[src/rtl/gpio_port_pkg.sv]
// Shared constants and types of the GPIO port.
// Assumes a byte-addressed window with 32-bit, word-aligned registers.
package gpio_port_pkg;

    localparam int PORT_DATA_W = 32;
    localparam int PORT_PIN_W  = 16;
    localparam int PORT_ADDR_W = 8;

    // Byte offsets inside the window; software depends on these positions.
    localparam int OFF_CFG_LO  = 'h00;
    localparam int OFF_CFG_HI  = 'h04;
    localparam int OFF_PIN_IN  = 'h08;
    localparam int OFF_PIN_OUT = 'h0C;
    localparam int OFF_SET_CLR = 'h18;

    typedef enum logic [2:0] {
        REG_NONE,
        REG_CFG_LO,
        REG_CFG_HI,
        REG_PIN_IN,
        REG_PIN_OUT,
        REG_SET_CLR
    } reg_id_e;

endpackage

[src/rtl/gpio_port_decode.sv]
// Address decoder: maps a byte offset onto one register of the window.
// Assumes registers are word aligned; a misaligned offset selects nothing.
module gpio_port_decode
    import gpio_port_pkg::*;
#(
    parameter int ADDR_W = PORT_ADDR_W
) (
    input  logic [ADDR_W-1:0] addr,
    output reg_id_e           reg_id
);

    // Compare the whole offset, low bits included, against each register.
    always_comb begin
        reg_id = REG_NONE;
        if (addr == ADDR_W'(OFF_CFG_LO))       reg_id = REG_CFG_LO;
        else if (addr == ADDR_W'(OFF_CFG_HI))  reg_id = REG_CFG_HI;
        else if (addr == ADDR_W'(OFF_PIN_IN))  reg_id = REG_PIN_IN;
        else if (addr == ADDR_W'(OFF_PIN_OUT)) reg_id = REG_PIN_OUT;
        else if (addr == ADDR_W'(OFF_SET_CLR)) reg_id = REG_SET_CLR;
    end

endmodule

[src/rtl/gpio_port_sync.sv]
// Input synchronizer: a chain of STAGES flops per pin bit.
// Assumes pin_in is asynchronous to clk; output is STAGES edges late.
module gpio_port_sync #(
    parameter int WIDTH  = 16,
    parameter int STAGES = 2
) (
    input  logic             clk,
    input  logic             rst_n,
    input  logic [WIDTH-1:0] async_in,
    output logic [WIDTH-1:0] sync_out
);

    logic [WIDTH-1:0] stage_q [STAGES];

    // First stage samples the raw pins.
    always_ff @(posedge clk) begin
        if (!rst_n) stage_q[0] <= '0;
        else        stage_q[0] <= async_in;
    end

    for (genvar s = 1; s < STAGES; s++) begin : g_stage
        // Each further stage retimes the previous one.
        always_ff @(posedge clk) begin
            if (!rst_n) stage_q[s] <= '0;
            else        stage_q[s] <= stage_q[s-1];
        end
    end

    assign sync_out = stage_q[STAGES-1];

endmodule

[src/rtl/gpio_port_outreg.sv]
// Output latch with direct load and per-bit set/clear.
// Assumes the direct and set/clear strobes never arrive together, and that
// DATA_W holds a set half and a clear half of PIN_W bits each.
module gpio_port_outreg #(
    parameter int PIN_W  = 16,
    parameter int DATA_W = 32
) (
    input  logic              clk,
    input  logic              rst_n,
    input  logic              wr_direct,
    input  logic              wr_setclr,
    input  logic [DATA_W-1:0] wdata,
    output logic [PIN_W-1:0]  out_q
);

    logic [PIN_W-1:0] set_bits;
    logic [PIN_W-1:0] clr_bits;
    logic [PIN_W-1:0] out_d;

    assign set_bits = wdata[PIN_W-1:0];
    assign clr_bits = wdata[2*PIN_W-1:PIN_W];

    for (genvar i = 0; i < PIN_W; i++) begin : g_bit
        // Next value of one pin: direct load, else set beats clear, else hold.
        always_comb begin
            out_d[i] = out_q[i];
            if (wr_direct)          out_d[i] = wdata[i];
            else if (wr_setclr) begin
                if (set_bits[i])      out_d[i] = 1'b1;
                else if (clr_bits[i]) out_d[i] = 1'b0;
            end
        end
    end

    // Latch the pins.
    always_ff @(posedge clk) begin
        if (!rst_n) out_q <= '0;
        else        out_q <= out_d;
    end

    AST_DIRECT_LOAD: assert property (@(posedge clk) disable iff (!rst_n)
        wr_direct |=> out_q == $past(wdata[PIN_W-1:0]));
    AST_SET_APPLIES: assert property (@(posedge clk) disable iff (!rst_n)
        wr_setclr |=> (out_q & $past(set_bits)) == $past(set_bits));
    AST_CLR_APPLIES: assert property (@(posedge clk) disable iff (!rst_n)
        wr_setclr |=> (out_q & $past(clr_bits & ~set_bits)) == '0);
    AST_UNTOUCHED_KEEP: assert property (@(posedge clk) disable iff (!rst_n)
        wr_setclr |=> (out_q & ~$past(set_bits | clr_bits)) ==
                      ($past(out_q) & ~$past(set_bits | clr_bits)));
    AST_SET_WINS: assert property (@(posedge clk) disable iff (!rst_n)
        (wr_setclr && |(set_bits & clr_bits)) |=>
        (out_q & $past(set_bits & clr_bits)) == $past(set_bits & clr_bits));
    AST_OUT_HOLD: assert property (@(posedge clk) disable iff (!rst_n)
        (!wr_direct && !wr_setclr) |=> $stable(out_q));

endmodule

[src/rtl/gpio_port16.sv]
// Sixteen-pin GPIO port on a 32-bit register bus.
// Holds two configuration words, an output latch with set/clear access and
// a synchronized input view; read data is registered (one-cycle latency).
// Assumes at most one of bus_we/bus_re per cycle carries a useful access.
module gpio_port16
    import gpio_port_pkg::*;
#(
    parameter int ADDR_W      = PORT_ADDR_W,
    parameter int DATA_W      = PORT_DATA_W,
    parameter int PIN_W       = PORT_PIN_W,
    parameter int SYNC_STAGES = 2
) (
    input  logic              clk,
    input  logic              rst_n,
    input  logic [ADDR_W-1:0] bus_addr,
    input  logic [DATA_W-1:0] bus_wdata,
    input  logic              bus_we,
    input  logic              bus_re,
    output logic [DATA_W-1:0] bus_rdata,
    input  logic [PIN_W-1:0]  pin_in,
    output logic [PIN_W-1:0]  pin_out
);

    localparam int CFG_N = 2;

    reg_id_e           reg_id;
    logic [PIN_W-1:0]  in_sync;
    logic [DATA_W-1:0] cfg_q [CFG_N];
    logic [CFG_N-1:0]  cfg_wr;
    logic [DATA_W-1:0] rd_mux;

    gpio_port_decode #(.ADDR_W(ADDR_W)) u_decode (
        .addr   (bus_addr),
        .reg_id (reg_id)
    );

    gpio_port_sync #(.WIDTH(PIN_W), .STAGES(SYNC_STAGES)) u_sync (
        .clk      (clk),
        .rst_n    (rst_n),
        .async_in (pin_in),
        .sync_out (in_sync)
    );

    gpio_port_outreg #(.PIN_W(PIN_W), .DATA_W(DATA_W)) u_out (
        .clk       (clk),
        .rst_n     (rst_n),
        .wr_direct (bus_we && reg_id == REG_PIN_OUT),
        .wr_setclr (bus_we && reg_id == REG_SET_CLR),
        .wdata     (bus_wdata),
        .out_q     (pin_out)
    );

    for (genvar c = 0; c < CFG_N; c++) begin : g_cfg
        assign cfg_wr[c] = bus_we &&
                           reg_id == ((c == 0) ? REG_CFG_LO : REG_CFG_HI);
        // Store one configuration word.
        always_ff @(posedge clk) begin
            if (!rst_n)         cfg_q[c] <= '0;
            else if (cfg_wr[c]) cfg_q[c] <= bus_wdata;
        end
    end

    // Select the readable value; write-only and unmapped offsets give zero.
    always_comb begin
        unique case (reg_id)
            REG_CFG_LO:  rd_mux = cfg_q[0];
            REG_CFG_HI:  rd_mux = cfg_q[1];
            REG_PIN_IN:  rd_mux = {{(DATA_W-PIN_W){1'b0}}, in_sync};
            REG_PIN_OUT: rd_mux = {{(DATA_W-PIN_W){1'b0}}, pin_out};
            default:     rd_mux = '0;
        endcase
    end

    // Register read data; idle cycles return zero.
    always_ff @(posedge clk) begin
        if (!rst_n)      bus_rdata <= '0;
        else if (bus_re) bus_rdata <= rd_mux;
        else             bus_rdata <= '0;
    end

    AST_RD_IDLE_ZERO: assert property (@(posedge clk) disable iff (!rst_n)
        !bus_re |=> bus_rdata == '0);
    AST_RD_SETCLR_ZERO: assert property (@(posedge clk) disable iff (!rst_n)
        (bus_re && reg_id == REG_SET_CLR) |=> bus_rdata == '0);
    AST_RD_UNMAPPED_ZERO: assert property (@(posedge clk) disable iff (!rst_n)
        (bus_re && reg_id == REG_NONE) |=> bus_rdata == '0);
    AST_RD_IN_UPPER: assert property (@(posedge clk) disable iff (!rst_n)
        (bus_re && reg_id == REG_PIN_IN) |=> bus_rdata[DATA_W-1:PIN_W] == '0);
    AST_CFG_HOLD: assert property (@(posedge clk) disable iff (!rst_n)
        !bus_we |=> ($stable(cfg_q[0]) && $stable(cfg_q[1])));

endmodule

[config.mk]
export PLATFORM = sky130hd
export DESIGN_NAME = gpio_port16
export DESIGN_NICKNAME = d
export VERILOG_FILES = /design/src/rtl/gpio_port_pkg.sv /design/src/rtl/gpio_port_decode.sv /design/src/rtl/gpio_port_sync.sv /design/src/rtl/gpio_port_outreg.sv /design/src/rtl/gpio_port16.sv
export SDC_FILE = /design/constraint.sdc
export NUM_CORES = 1
export LEC_CHECK = 0
export ABC_AREA = 1
export BUFFER_PORTS_ARGS = -buffer_cell sky130_fd_sc_hd__buf_2
export CORE_MARGIN = 2
export CORE_UTILIZATION = 59
export DETAILED_ROUTE_END_ITERATION = 10
export GPL_ROUTABILITY_DRIVEN = 0
export PLACE_DENSITY = 0.88
export SYNTH_ARGS = -nofsm -noshare
export SYNTH_HDL_FRONTEND = slang
export SYNTH_SLANG_ARGS = --single-unit
export TNS_END_PERCENT = 50
[constraint.sdc]
create_clock -name clk -period 4.8 [get_ports clk]
set_input_delay 0 -clock clk [delete_from_list [all_inputs] [get_ports clk]]
set_output_delay 0 -clock clk [all_outputs]
set_load 0.01 [all_outputs]
Word-level counts from Yosys, hierarchy flattened

Memory sizes are Yosys's and may differ from the RTL's.
Index checks and enable logic that the tools add are counted.

Eq/ne operators: 9
Multiplexer cells: 82
Bitwise logic cells: 4
Reduce and logical (&&, ||, !) cells: 39

Operators with widths:

| operator             | count |
|---|---|
| $pmux W32 S4         | 1 |
| $mux W1              | 72 |
| $mux W32             | 2 |
| $reduce_bool A3 Y1   | 16 |
| $reduce_and A2 Y1    | 17 |
| $mux W16             | 2 |
| $eq A8 B4 Y1 const B | 2 |
| $mux W3              | 5 |
| $eq A8 B3 Y1 const B | 1 |
| $eq A8 B5 Y1 const B | 1 |
| $logic_not A8 Y1     | 1 |
| $eq A3 B2 Y1 const B | 2 |
| $eq A3 B3 Y1 const B | 2 |
| $logic_and A1 B1 Y1  | 4 |
| $or A1 B1 Y1         | 4 |
| $eq A3 B1 Y1 const B | 1 |
| $reduce_bool A2 Y1   | 1 |

Bits in registers: 48
RAM bits: 96
Logic and storage cells: 153
Memories: 2

Memory list:

| memory         | depth | width | read ports | clocked after memory_dff | wr ports | RTL line             | RTL |
|---|---|---|---|---|---|---|---|
| cfg_q          | 2     | 32    | 2          | 0                        | 2        | gpio_port16.sv:28    | `logic [DATA_W-1:0] cfg_q [CFG_N];` |
| u_sync.stage_q | 2     | 16    | 2          | 0                        | 2        | gpio_port_sync.sv:13 | `logic [WIDTH-1:0] stage_q [STAGES];` |

Logic depth before layout (Yosys ltp)

Gate-level depths: netlist of the first run.

Word-level depth: 12
Depth in mapped cells: 10
Gate-level depth less buffers: 9

Cells and area by module

Synthesis of the first run repeated with hierarchy kept, for this count alone.

Cell total of the unflattened synthesis: 627
Area total of the unflattened synthesis: 5776.8 sq um

By module, submodules not included:

| module           | instances | cells each | area each (sq um) | sequential area each (sq um) |
|---|---|---|---|---|
| gpio_port16      | 1         | 412        | 3983.8            | 2562.5 |
| gpio_port_sync   | 1         | 99         | 914.6             | 640.6 |
| gpio_port_outreg | 1         | 88         | 754.5             | 320.3 |
| gpio_port_decode | 1         | 28         | 123.9             | 0.0 |

Worst setup path before layout of the first run

Ideal clock, no wire load.

Kind: input-to-reg
From: input port bus_addr[6]
To: memory cfg_q[0][0] (enable)
Arrival: 2.799 ns
Required time: 4.334 ns
Setup slack: 1.536 ns
Stages: 7
Buffers on the path: 0
Cells stage by stage: inv_2 > nand2_2 > nor2_8 > inv_2 > nor2_8 > inv_1 > o21ai_0

RTL lines:

| item        | RTL line          | RTL |
|---|---|---|
| from (decl) | gpio_port16.sv:15 | `input logic [ADDR_W-1:0] bus_addr,` |
| to (decl)   | gpio_port16.sv:28 |  |

Worst setup path after layout of the first run

From: input port bus_addr[6]
To: register u_out.out_q[15]

Word-level cells in the longest chain between the ends: 10

RTL lines:

| item                                                                      | RTL line                             | RTL |
|---|---|---|
| $eq A8 B5 Y1                                                              | gpio_port_decode.sv:19               | `else if (addr == ADDR_W'(OFF_SET_CLR)) reg_id = REG_SET_CLR;` |
| $mux W3                                                                   | gpio_port_decode.sv:19               |  |
| $mux W3                                                                   | gpio_port_decode.sv:18               | `else if (addr == ADDR_W'(OFF_PIN_OUT)) reg_id = REG_PIN_OUT;` |
| $mux W3                                                                   | gpio_port_decode.sv:17               | `else if (addr == ADDR_W'(OFF_PIN_IN)) reg_id = REG_PIN_IN;` |
| $mux W3                                                                   | gpio_port_decode.sv:16               | `else if (addr == ADDR_W'(OFF_CFG_HI)) reg_id = REG_CFG_HI;` |
| $mux W3 *                                                                 | gpio_port_decode.sv:15               | `if (addr == ADDR_W'(OFF_CFG_LO)) reg_id = REG_CFG_LO;` |
| $eq A3 B3 Y1 (on tied branches)                                           | gpio_port16.sv:47, gpio_port16.sv:48 |  |
| $logic_and A1 B1 Y1 (on tied branches)                                    | gpio_port16.sv:47, gpio_port16.sv:48 |  |
| $reduce_bool A3 Y1 (no source line) or $reduce_bool A2 Y1 (tied branches) | n/a                                  |  |
| $reduce_and A2 Y1 (no source line)                                        | n/a                                  |  |
| to (signal assigned)                                                      | gpio_port_outreg.sv:38               | `else out_q <= out_d;` |
| to (decl)                                                                 | gpio_port_outreg.sv:13               | `output logic [PIN_W-1:0] out_q` |

Mark *: on every way between the ends. The rest lies on a longest branch, timed or not.
A chain may end at the register's enable or synchronous reset.

==> summary.txt, run 1 <==
Outcome
  – Status: complete, no violations

Timing
  – Final worst-path setup slack: 2.95 ns
  – Worst rel slew slack: approximately a quarter
  – Measured slew at the worst slew-check pin: ~1.1 ns
  – Final Hold Viols: 0
  – Tmin final: approximately 1.8 ns
  – Setup TNS: 0 ns
  – # setup viols final: 0
  – Period utilisation layout: 38.5%
  – Clock Skew: 0.00762 ns
  – Slew Viols, Final: 0
  – RSZ-0062 raised after global routing: false
  – Fmax: between 0.5 and 0.6 GHz

Synthesis
  – Sequential element share of the synthesized area: between 60% and 70%
  – EDFF count, synth: 64
  – Top_reg_cell synth: dfxtp_1
  – Area contributors post-synth: edfxtp_1 34%, dfxtp_1 28%, nand2_1 15%, nor2_1 8.1%, inv_1 5.2%
  – Post-synthesis register bit count: approximately 140
  – Syn Inst Count: ~660
  – YS warnings: 0
  – Ys async rst share: 0%
  – Post-synth top area cell: edfxtp_1
  – Mapped Nets: approximately 720
  – Syn_area_per_cell: 8.67 um^2
  – Mapped Area: about 5700 um^2
  – Top cell type's share of synthesized area: about a third
  – Distinct cell type count after synthesis: 23

Flow run
  – Maxcap violations: 0

Floorplanning
  – Die Area: approximately 10000 um^2
  – Die Width: 102 um
  – I/O pins: 108
  – Row cnt: 35
  – Chip Height: 102 um
  – CORE AREA: roughly 9300 um^2
  – Initial Util: 61.2%

Setup path
  – Critical path peak fanout: 32
  – Slowest cell on crit path: nand2_2
  – Crit path capture type: register
  – Worst R2R Setup Slack: approximately 3.4 ns
  – R2R Path End: u_out.out_q[15]$_SDFFE_PN0P_
  – Buf/Inv on CP: 3
  – Max incr delay on CP: between 0.5 and 0.6 ns
  – CP dominant cell by count: nand2_2
  – CP arrival: 2.31 ns
  – CP Launch Type: input pin
  – R2R depth: 3
  – Reg2Reg Launch Point: u_out.out_q[15]$_SDFFE_PN0P_
  – Critical Path Start: bus_addr[6]
  – CP cell instances: buf_2 > inv_2 > nand2_2 > nor2_8 > nand3_4 > nand2_2 > nand2_1 > a21oi_1 > dlygate4sd3_1
  – Setup CP Type: in2reg
  – CP delay by family, top: simple AND/OR/NAND/NOR gates
  – Required time worst endpoint: 5.26 ns

Detailed routing
  – Via count: slightly above 5000
  – WL final: about 15000 um
  – Iter 0 DRT Violations: between 400 and 500
  – Residual DRC count: 0
  – Router iterations before antenna repair: 5
  – DR WL/cell: roughly 16 um
  – Antenna Nets Post-Route: 0
  – Vias/cell: 5.28

Global routing
  – Vias in the first global route: 4888
  – Largest net degree at the start of global routing: 39
  – First-pass GRT wire length: between 20000 and 25000 um
  – Antenna violations before repair: 0
  – Total GRT Usage: 30.5%
  – Total gr overflow: 0

Pwr
  – Power per Cell Area: 366 nW/um^2
  – Worst vdd ir: ~0.21 mV
  – Total power: ~2700 uW
  – Leak: ~0.0036 uW

Clock network
  – CTS root buf: clkbuf_8
  – TritonCTS sink count: 144
  – Postcts setup bufs: 0
  – Total number of H-tree levels: 4
  – Deepest clock path buffer count: 2
  – CTS buffer count: 17
  – Post-CTS Resized: 0
  – CTS clk-pin slew, worst paths: 0.06 ns
  – Worst-Skew Late Latency: between 0.5 and 0.6 ns
  – TritonCTS clock tree: yes

Worst hold path
  – Hold Path Class: in2reg
  – Hold Path Stages: 6
  – Hold Startpoint: bus_addr[0]
  – Hold endpoint: bus_rdata[21]$_SDFF_PN0_

Layout
  – Area Growth Syn to Fin: 30.2%
  – Share of layout cells above drive strength 1: roughly a fifth
  – N_diodes: 0
  – Final #Nets: about 900

Placed design
  – HPWL Detailed: 7880 um
  – Setup WS pre-CTS: around 2.6 ns
  – PortBufs: around 110
[cell usage after synthesis, types with 3 or more instances]
cell,n
buf_4,8
nand2_1,224
inv_1,79
buf_2,8
clkbuf_1,6
a21oi_1,25
nand2_2,16
nor2_1,123
nand3_2,4
edfxtp_1,64
dfxtp_1,80
buf_6,3
inv_2,6
[registers in the layout, summed over array words and instances (netlist names)]
| signal | cells |
|---|---|
| bus_rdata | 32 |
| cfg_q | 64 |
| u_out.out_q | 16 |
| u_sync.stage_q | 32 |
[layer usage]
layer	track usage [%]	wire length [um]	up-vias	part of all wire, %
li1	-	-	2312	-
met1	36.4	5390	2312	36
met2	50.2	7380	376	49
met3	7.25	1690	89	11
met4	18.6	716	0	4.7
met5	0	0	-	0
[how the worst max path moves through the flow]
stage,cells after the start,endpoint,slack [ns]
floorplan,7,cfg_q[0][0]$_SDFFCE_PN0P_,1.54
global placement,8,cfg_q[0][25]$_SDFFCE_PN0P_,2.64
finish,9,u_out.out_q[15]$_SDFFE_PN0P_,2.95
CTS,10,u_out.out_q[10]$_SDFFE_PN0P_,3.08
detailed placement,8,cfg_q[0][27]$_SDFFCE_PN0P_,2.59
global route,10,u_out.out_q[14]$_SDFFE_PN0P_,2.83
[layout by cell type (no fill, tap or decap), types with 6 or more instances in the layout]
master / synthesis / layout
nor2_1: 123 / 123
inv_2: 6 / 6
dlygate4sd3_1: 0 / 63
inv_1: 79 / 79
dfxtp_1: 80 / 80
edfxtp_1: 64 / 64
buf_2: 8 / 107
a21oi_1: 25 / 25
clkbuf_16: 0 / 19
nand2_2: 16 / 16
nand2_1: 224 / 224
[per-stage QoR]
| step | hold slack, ns | instances | util (%) | area [um^2] |
|---|---|---|---|---|
| floorplan | 0.0976 | 659 | - | 5710 |
| global placement | 0.180 | 868 | 66.9 | 6240 |
| detailed placement | 0.185 | 868 | 66.9 | 6240 |
| CTS | 0.0120 | 963 | 79.7 | 7440 |
| global route | 0.0736 | 963 | 79.7 | 7440 |
| finish | 0.0443 | 963 | 79.7 | 7440 |
[cell type report]
cell class,instances,area (um^2)
well taps,129,161
inverters,85,319
multi-input cells,403,1700
clock buffers,21,493
fillers,550,1890
flip-flops and latches,144,3520
repair buffers,170,1170
clock inverters,11,75.1
[power by group]
part / internal [uW] / switching [uW]
combinational: 57.5 / 78.6
sequential: 1320 / 13.7
clock: 729 / 522
total: 2110 / 615
[cells by family after synthesis]
kind of cell	synth area share, %
compound gates	2.37
simple gates	27.0
flops	61.7
buf+inv	8.94
[timing repair]
action / CTS / global route
endpoints found under the setup margin: 0 / 0
hold buffers: 63 / 0
endpoints found under the hold margin: 96 / 0
[worst register-to-register path, cell delays in order (launching register included)]
cell and delay [ns]:
dfxtp_1 0.42, nand2_1 0.09, a21oi_1 0.21, dlygate4sd3_1 0.59
(Power assumes the default switching activity.)
==> run 2, diff against run 1 <==
--- a/config.mk
+++ b/config.mk
@@ -8,10 +8,10 @@
 export ABC_AREA = 1
 export BUFFER_PORTS_ARGS = -buffer_cell sky130_fd_sc_hd__buf_2
 export CORE_MARGIN = 2
-export CORE_UTILIZATION = 59
+export CORE_UTILIZATION = 55
 export DETAILED_ROUTE_END_ITERATION = 10
 export GPL_ROUTABILITY_DRIVEN = 0
-export PLACE_DENSITY = 0.88
+export PLACE_DENSITY = 0.83
 export SYNTH_ARGS = -nofsm -noshare
 export SYNTH_HDL_FRONTEND = slang
 export SYNTH_SLANG_ARGS = --single-unit
==> constraint.sdc (replaced) <==
create_clock -name clk -period 1.92 [get_ports clk]
set_input_delay 0 -clock clk [delete_from_list [all_inputs] [get_ports clk]]
set_output_delay 0 -clock clk [all_outputs]
set_load 0.01 [all_outputs]
==> run 2 against run 1 <==
Compared with the run above: wire length up 8.7%; via count up 2.7%; critical path depth down 1; clock skew about the same; utilization down 4.5 points.
==> summary.txt, run 2 (synthesis results as in run 1) <==
Layout
  – Final #Nets: 900 (+2.2%)
  – Commonest cells after routing, fill and taps aside: 224 x nand2_1, 123 x nor2_1, 107 x buf_2, 80 x dfxtp_1, 79 x inv_1
  – Most common cell after layout, fill and taps aside: nand2_1
  – Design area: 7670 um^2 (+3.1%)
  – Area of the multi-input gates: 1710 um^2 (+0.29%)
  – Share of layout cells above drive strength 1: 21.3% (+0.71 points)
  – Largest register by flop count: cfg_q
  – Final non-filler cell total: 989 (+2.7%)
  – FILL cells: 645 (+17%)
  – Largest register FFs: 64 (unchanged)
  – Area Growth Syn to Fin: 34.2%
  – N_diodes: 0 (unchanged)
  – Reg area: 3520 um^2 (unchanged)
  – Top Registers: cfg_q (64), bus_rdata (32), u_sync.stage_q (32)

Detailed routing
  – Via count: 5227 (+2.7%)
  – Antenna Nets Post-Route: 0 (unchanged)
  – DR WL/cell: 16.7 um (+5.9%)
  – Router iterations before antenna repair: 6 (+1)
  – Residual DRC count: 0 (unchanged)
  – WL final: 16500 um (+8.7%)
  – Vias/cell: 5.29 (about the same)
  – Iter 0 DRT Violations: 506 (+2.2%)

Global routing
  – First-pass GRT wire length: 26000 um (+11%)
  – Antenna violations before repair: 0 (unchanged)
  – Total GRT Usage: 30.5% (about the same)
  – Total gr overflow: 0 (unchanged)
  – Vias in the first global route: 5262 (+7.7%)
  – Largest net degree at the start of global routing: 33 (-15%)

Setup path
  – Slowest cell on crit path: dlygate4sd3_1
  – CP Depth: 8 (-1)
  – Setup CP Type: in2reg
  – R2R Path End: u_out.out_q[15]$_SDFFE_PN0P_
  – Buf/Inv on CP: 4 (+1)
  – CP endpoint: cfg_q[1][18]$_SDFFCE_PN0P_
  – CP arrival: 2.13 ns (-0.18 ns)
  – Reg2Reg Launch Point: u_out.out_q[15]$_SDFFE_PN0P_
  – Critical Path Start: bus_addr[1]
  – Max incr delay on CP: 0.62 ns (+0.03 ns)
  – Worst R2R Setup Slack: 0.54 ns (-2.89 ns)
  – Crit path capture type: register
  – Required time worst endpoint: 2.30 ns (-2.96 ns)
  – CP Launch Type: input pin
  – R2R depth: 3 (unchanged)
  – CP delay by family, top: buffers and inverters
  – CP cell instances: buf_2 > dlygate4sd3_1 > nor2_2 > nand3_2 > inv_2 > nand3_2 > dlygate4sd3_1 > nor2_1
  – Critical path peak fanout: 12 (-63%)

Pwr
  – Flop pwr share: 47.4% (-1.6 points)
  – Total power: 7030 uW (+160%)
  – Worst vdd ir: 0.608 mV (+190%)
  – Psw: 1490 uW (+140%)
  – Power per Cell Area: 917 nW/um^2 (+150%)
  – Gate power share: 5.2% (+0.2 points)
  – Clk network pwr share: 47.4% (+1.4 points)
  – Leak: 0.00375 uW (+3.3%)
  – Switching share of power: 21.2% (-1.4 points)
  – Power Internal: 5540 uW (+160%)

Floorplanning
  – I/O pins: 108 (unchanged)
  – CORE AREA: 10200 um^2 (+9.2%)
  – Row cnt: 37 (+5.7%)
  – Initial Util: 56.1% (-5.2 points)
  – Die Width: 106 um (+3.4%)
  – Chip Height: 106 um (+3.4%)
  – Die Area: 11200 um^2 (+7.0%)

Timing
  – Tmin final: ~1.8 ns
  – Slew Viols, Final: 0 (unchanged)
  – RSZ-0062 raised after global routing: false
  – Hold WS: 0.0403 ns (-0.00399 ns)
  – Measured slew at the worst slew-check pin: 0.772 ns (-0.325 ns)
  – Setup TNS: 0 ns (unchanged)
  – Clock Skew: 0.00722 ns (-0.000404 ns)
  – Fmax: around 0.57 GHz
  – # setup viols final: 0 (unchanged)
  – Period utilisation layout: about 90%
  – Final Hold Viols: 0 (unchanged)
  – Worst rel slew slack: 48.5% (+22 points)

Placed design
  – Post-placement cell area: 6330 um^2 (+1.5%)
  – HPWL Detailed: 8460 um (+7.4%)
  – PortBufs: 107 (unchanged)
  – Placed Cells: 886 (+2.1%)

Clock network
  – TritonCTS sink count: 144 (unchanged)
  – Postcts setup bufs: 0 (unchanged)
  – Total number of H-tree levels: 4 (unchanged)
  – TritonCTS clock tree: yes
  – CTS root buf: clkbuf_8
  – Worst-Skew Late Latency: 0.53 ns (about the same)
  – CTS buffer count: 17 (unchanged)
  – CTS clk-pin slew, worst paths: 0.06 ns (about the same)
  – Deepest clock path buffer count: 2 (unchanged)

Flow run
  – Maxcap violations: 0 (unchanged)

Outcome
  – Status: complete, no violations

Worst hold path
  – Hold Path Class: in2reg
  – Hold Path Stages: 8 (+2)
==> run 2: cell types whose count changed in the layout (fill, tap and decap cells not counted), sizes merged <==
| cell | before | now |
|---|---|---|
| dlygate4sd3 | 63 | 71 |
| clkinvlp | 1 | 0 |
| buf | 107 | 118 |
| clkinv | 7 | 3 |
| inv | 88 | 87 |
| clkbuf | 21 | 27 |
==> run 2: area by class of cell <==
cell class / count / share of cell area [%]
Clock buffer: 27 / 7.67
Clock inverter: 5 / 0.408
Inverter: 85 / 4.16
Multi-Input combinational cell: 403 / 22.2
Sequential cell: 144 / 46.0
Tap cell: 136 / 2.22
Timing Repair Buffer: 189 / 17.3
==> run 2: power groups by stage <==
stage	sequential (uW)	combinational [uW]	clock, uW
floorplan	3390	126	0
global placement	3390	252	0
detailed placement	3390	259	0
CTS	3330	347	3320
global route	3340	392	3460
finish	3330	366	3330
==> run 2: timing repair <==
item                       CTS  global route
hold endpoints to repair    98             0
setup endpoints to repair    0             8
hold buffers                71             0
resized for setup            0             1
==> run 2: worst min path at each step <==
stage	slack [ns]	end	start
after floorplan	0.1	u_sync.stage_q[0][0]$_SDFF_PN0_	pin_in[0]
after global placement	0.18	u_sync.stage_q[0][3]$_SDFF_PN0_	pin_in[3]
after detailed placement	0.18	u_sync.stage_q[0][3]$_SDFF_PN0_	pin_in[3]
after CTS	0.03	bus_rdata[30]$_SDFF_PN0_	bus_addr[2]
after global routing	0.09	bus_rdata[30]$_SDFF_PN0_	bus_addr[2]
final	0.04	bus_rdata[30]$_SDFF_PN0_	bus_addr[2]
==> run 2: worst reg2reg max path, stage by stage, from the launching register on <==
cell and delay (ns):
dfxtp_1 0.46, nand2_1 0.11, a21oi_1 0.18, dlygate4sd3_1 0.58
==> run 2: stage by stage <==
step	utilization [%]	setup slack (ns)
2_1_floorplan	-	-0.348
3_3_place_gp	62.2	0.292
3_5_place_dp	62.2	0.161
4_1_cts	75.2	0.0970
5_1_grt	75.3	0.0760
6_report	75.3	0.170
==> run 2: routing by layer <==
metal	GRT usage (%)	routed length, um	part of all wire [%]
met4	17.7	992	6.0
met1	35.4	5750	35
met2	51.3	7990	48
met5	0	0	0
met3	7.73	1750	11
==> run 3, diff against run 2 <==
--- a/config.mk
+++ b/config.mk
@@ -5,10 +5,9 @@
 export SDC_FILE = /design/constraint.sdc
 export NUM_CORES = 1
 export LEC_CHECK = 0
-export ABC_AREA = 1
 export BUFFER_PORTS_ARGS = -buffer_cell sky130_fd_sc_hd__buf_2
 export CORE_MARGIN = 2
-export CORE_UTILIZATION = 55
+export CORE_UTILIZATION = 54
 export DETAILED_ROUTE_END_ITERATION = 10
 export GPL_ROUTABILITY_DRIVEN = 0
 export PLACE_DENSITY = 0.83
==> run 3 against run 2 <==
Compared with the run above: the run now ends with hold timing left; utilization increased by 0.58 points; final cell count is 28% lower; non-clock buffer count grew 1; count of clock-buffer cells in the layout shrank 2; register-to-register slack improved by 0.13 ns; worst setup slack worse by 0.15 ns; wire length decreased by 16%; critical endpoint is now u_out.out_q[5]$_SDFFE_PN0P_; largest cell class unchanged; largest power group unchanged.
==> summary.txt, run 3 <==
Synthesis
  – Ys async rst share: 0% (unchanged)
  – Post-synthesis register bit count: 144 (unchanged)
  – Top cell type's share of synthesized area: 35.8% (+2.2 points)
  – Syn Inst Count: 385 (-42%)
  – Post-synth top area cell: edfxtp_1
  – YS warnings: 0 (unchanged)
  – Mapped Nets: 445 (-38%)
  – Sequential element share of the synthesized area: 65.7% (+4.0 points)
  – EDFF count, synth: 64 (unchanged)
  – Distinct cell type count after synthesis: 29 (+26%)
  – Top_reg_cell synth: dfxtp_1
  – Count leader, synth: and2_1
  – Mapped Area: 5370 um^2 (-6.0%)
  – Syn_area_per_cell: 13.9 um^2 (+61%)
  – Area contributors post-synth: edfxtp_1 36%, dfxtp_1 30%, and2_1 11%, mux4_2 6.7%, mux2i_1 3.0%
  – Post-synth top cells: 96 x and2_1, 80 x dfxtp_1, 64 x edfxtp_1, 17 x nor2b_1

Placed design
  – Post-placement cell area: 6120 um^2 (-3.4%)
  – PortBufs: 107 (unchanged)
  – HPWL Detailed: 8060 um (-4.7%)
  – Setup WS pre-CTS: 0.208 ns (+0.0471 ns)

Setup path
  – Max incr delay on CP: 0.56 ns (-0.06 ns)
  – R2R Path End: u_out.out_q[15]$_SDFFE_PN0P_
  – Setup CP Type: in2reg
  – Worst R2R Setup Slack: 0.67 ns (+0.13 ns)
  – Slowest cell on crit path: dlygate4sd3_1
  – CP Launch Type: input pin
  – Critical path peak fanout: 9 (-3)
  – CP arrival: 2.35 ns (+0.22 ns)
  – Required time worst endpoint: 2.37 ns (+0.07 ns)
  – Crit path capture type: register
  – Critical Path Start: bus_we
  – Reg2Reg Launch Point: u_out.out_q[15]$_SDFFE_PN0P_
  – R2R depth: 2 (-1)
  – CP cell instances: dlygate4sd3_1 > buf_4 > nand2_1 > nor2_2 > and3_1 > buf_4 > a32o_1 > dlygate4sd3_1

Timing
  – Measured slew at the worst slew-check pin: 0.660 ns (-0.112 ns)
  – Final Hold Viols: 1 (+1)
  – Slew Viols, Final: 0 (unchanged)
  – Hold WS: -0.0576 ns (-0.0979 ns)
  – Fmax: 0.527 GHz (-7.7%)
  – Worst rel slew slack: 56.0% (+7.5 points)
  – Tmin final: 1.90 ns (+0.147 ns)
  – Period utilisation layout: 98.8% (+7.6 points)
  – # setup viols final: 0 (unchanged)
  – Setup TNS: 0 ns (unchanged)
  – Clock Skew: 0.00919 ns (+0.00197 ns)
  – Final worst-path setup slack: 0.0231 ns (-0.147 ns)

Clock network
  – CTS root buf: clkbuf_8
  – Worst-Skew Late Latency: 0.52 ns (about the same)
  – CTS buffer count: 17 (unchanged)
  – Total number of H-tree levels: 4 (unchanged)
  – CTS clk-pin slew, worst paths: 0.06 ns (about the same)
  – TritonCTS sink count: 144 (unchanged)
  – TritonCTS clock tree: yes
  – Deepest clock path buffer count: 2 (unchanged)

Floorplanning
  – CORE AREA: 9730 um^2 (-4.5%)
  – I/O pins: 108 (unchanged)
  – Row cnt: 36 (-2.7%)
  – Die Width: 104 um (-2.1%)
  – Initial Util: 55.2% (-0.92 points)
  – Die Area: 10800 um^2 (-4.1%)
  – Chip Height: 104 um (-2.1%)

Worst hold path
  – Hold Startpoint: bus_addr[4]
  – Hold endpoint: u_out.out_q[0]$_SDFFE_PN0P_
  – Hold Path Class: in2reg
  – Hold Path Stages: 4 (-4)

Global routing
  – First-pass GRT wire length: 21900 um (-16%)
  – Largest net degree at the start of global routing: 48 (+45%)
  – Vias in the first global route: 4089 (-22%)
  – Total gr overflow: 0 (unchanged)
  – Antenna violations before repair: 0 (unchanged)
  – Total GRT Usage: 27.2% (-3.3 points)

Outcome
  – Failing checks: hold timing
  – Status: finished, violations left

Layout
  – Design area: 7380 um^2 (-3.7%)
  – Top Registers: cfg_q (64), bus_rdata (32), u_sync.stage_q (32)
  – N_diodes: 0 (unchanged)
  – Largest register FFs: 64 (unchanged)
  – Share of layout cells above drive strength 1: 32.0% (+11 points)
  – Final core occ: 75.8% (+0.58 points)
  – Commonest cells after routing, fill and taps aside: 106 x buf_2, 96 x and2_1, 80 x dfxtp_1, 66 x dlygate4sd3_1, 64 x edfxtp_1
  – FILL cells: 583 (-9.6%)
  – Most common cell after layout, fill and taps aside: buf_2
  – Largest register by flop count: cfg_q
  – Area Growth Syn to Fin: 37.5%
  – Final #Nets: 629 (-30%)

Detailed routing
  – Iter 0 DRT Violations: 348 (-31%)
  – Antenna Nets Post-Route: 0 (unchanged)
  – DR WL/cell: 19.3 um (+16%)
  – Vias/cell: 5.43 (+2.8%)
  – Residual DRC count: 0 (unchanged)
  – Router iterations before antenna repair: 6 (unchanged)
  – WL final: 13800 um (-16%)
  – Via count: 3883 (-26%)

Pwr
  – Power per Cell Area: 946 nW/um^2 (+3.2%)
  – Leak: 0.00309 uW (-18%)
  – Worst vdd ir: 0.563 mV (-7.5%)

Flow run
  – Maxcap violations: 0 (unchanged)
## run 3: cell type report
| type | instances | area [um^2] | share of cell area, % |
|---|---|---|---|
| clock inverter | 7 | 68.8 | 0.933 |
| clock buffer | 25 | 527 | 7.14 |
| tap | 133 | 166 | 2.26 |
| multi-input combinational | 216 | 1720 | 23.3 |
| sequential | 144 | 3520 | 47.7 |
| timing repair buffer | 190 | 1380 | 18.7 |
## run 3: critical path, delay by kind of cell
kind / cells / cell delay, ns
buf+inv: 4 / 1.51
simple gates: 3 / 0.70
compound gates: 1 / 0.13
## run 3: kinds of logic after synthesis
group                     after synthesis  share of synthesized area [%]
AOI/OAI and AO/OA                      34                           4.69
and+or+nand+nor                       149                           17.4
muxes                                  32                           9.70
DFF                                   144                           65.7
buffers and inverters                  25                           2.42
xor gates and xnor gates                1                          0.163
## run 3: worst max-delay path by stage
| stage | end | cells past startpoint |
|---|---|---|
| after floorplan | cfg_q[1][0]$_SDFFCE_PN0P_ | 4 |
| after global placement | u_out.out_q[8]$_SDFFE_PN0P_ | 6 |
| after detailed placement | cfg_q[0][16]$_SDFFCE_PN0P_ | 6 |
| after CTS | u_out.out_q[0]$_SDFFE_PN0P_ | 8 |
| after global routing | u_out.out_q[6]$_SDFFE_PN0P_ | 8 |
| final | u_out.out_q[5]$_SDFFE_PN0P_ | 8 |
## run 3: through the flow
stage | hold slack (ns) | std cells | total power, uW
floorplan | 0.126 | 385 | 3550
finish | -0.0576 | 715 | 6980
detailed placement | 0.209 | 617 | 3710
global placement | 0.205 | 617 | 3700
CTS | 0.0420 | 716 | 6980
global route | 0.0317 | 715 | 7200
## run 3: where the power goes
part	total, uW	internal (uW)	switching [uW]
logic	420	220	200
registers	3330	3300	31.3
clock network	3230	2020	1220
total	6980	5530	1450
## run 3: per-layer routing
metal  share of wire (%)  track usage, %  vias to the layer above  wire length (um)
met2                  51            46.4                      222              7110
met3                 7.4            7.17                       46              1030
met5                   0               0                        -                 0
li1                    -               -                     1731                 -
met4                 3.4            12.1                        0               472
met1                  38            32.6                     1884              5200
## run 3: what timing repair did
| item | in CTS | in global routing |
|---|---|---|
| buffers inserted | 0 | 0 |
| endpoints found under the hold margin | 96 | 0 |
| setup endpoints to repair | 0 | 1 |
| hold buffers | 67 | 0 |
| resized for setup | 0 | 2 |
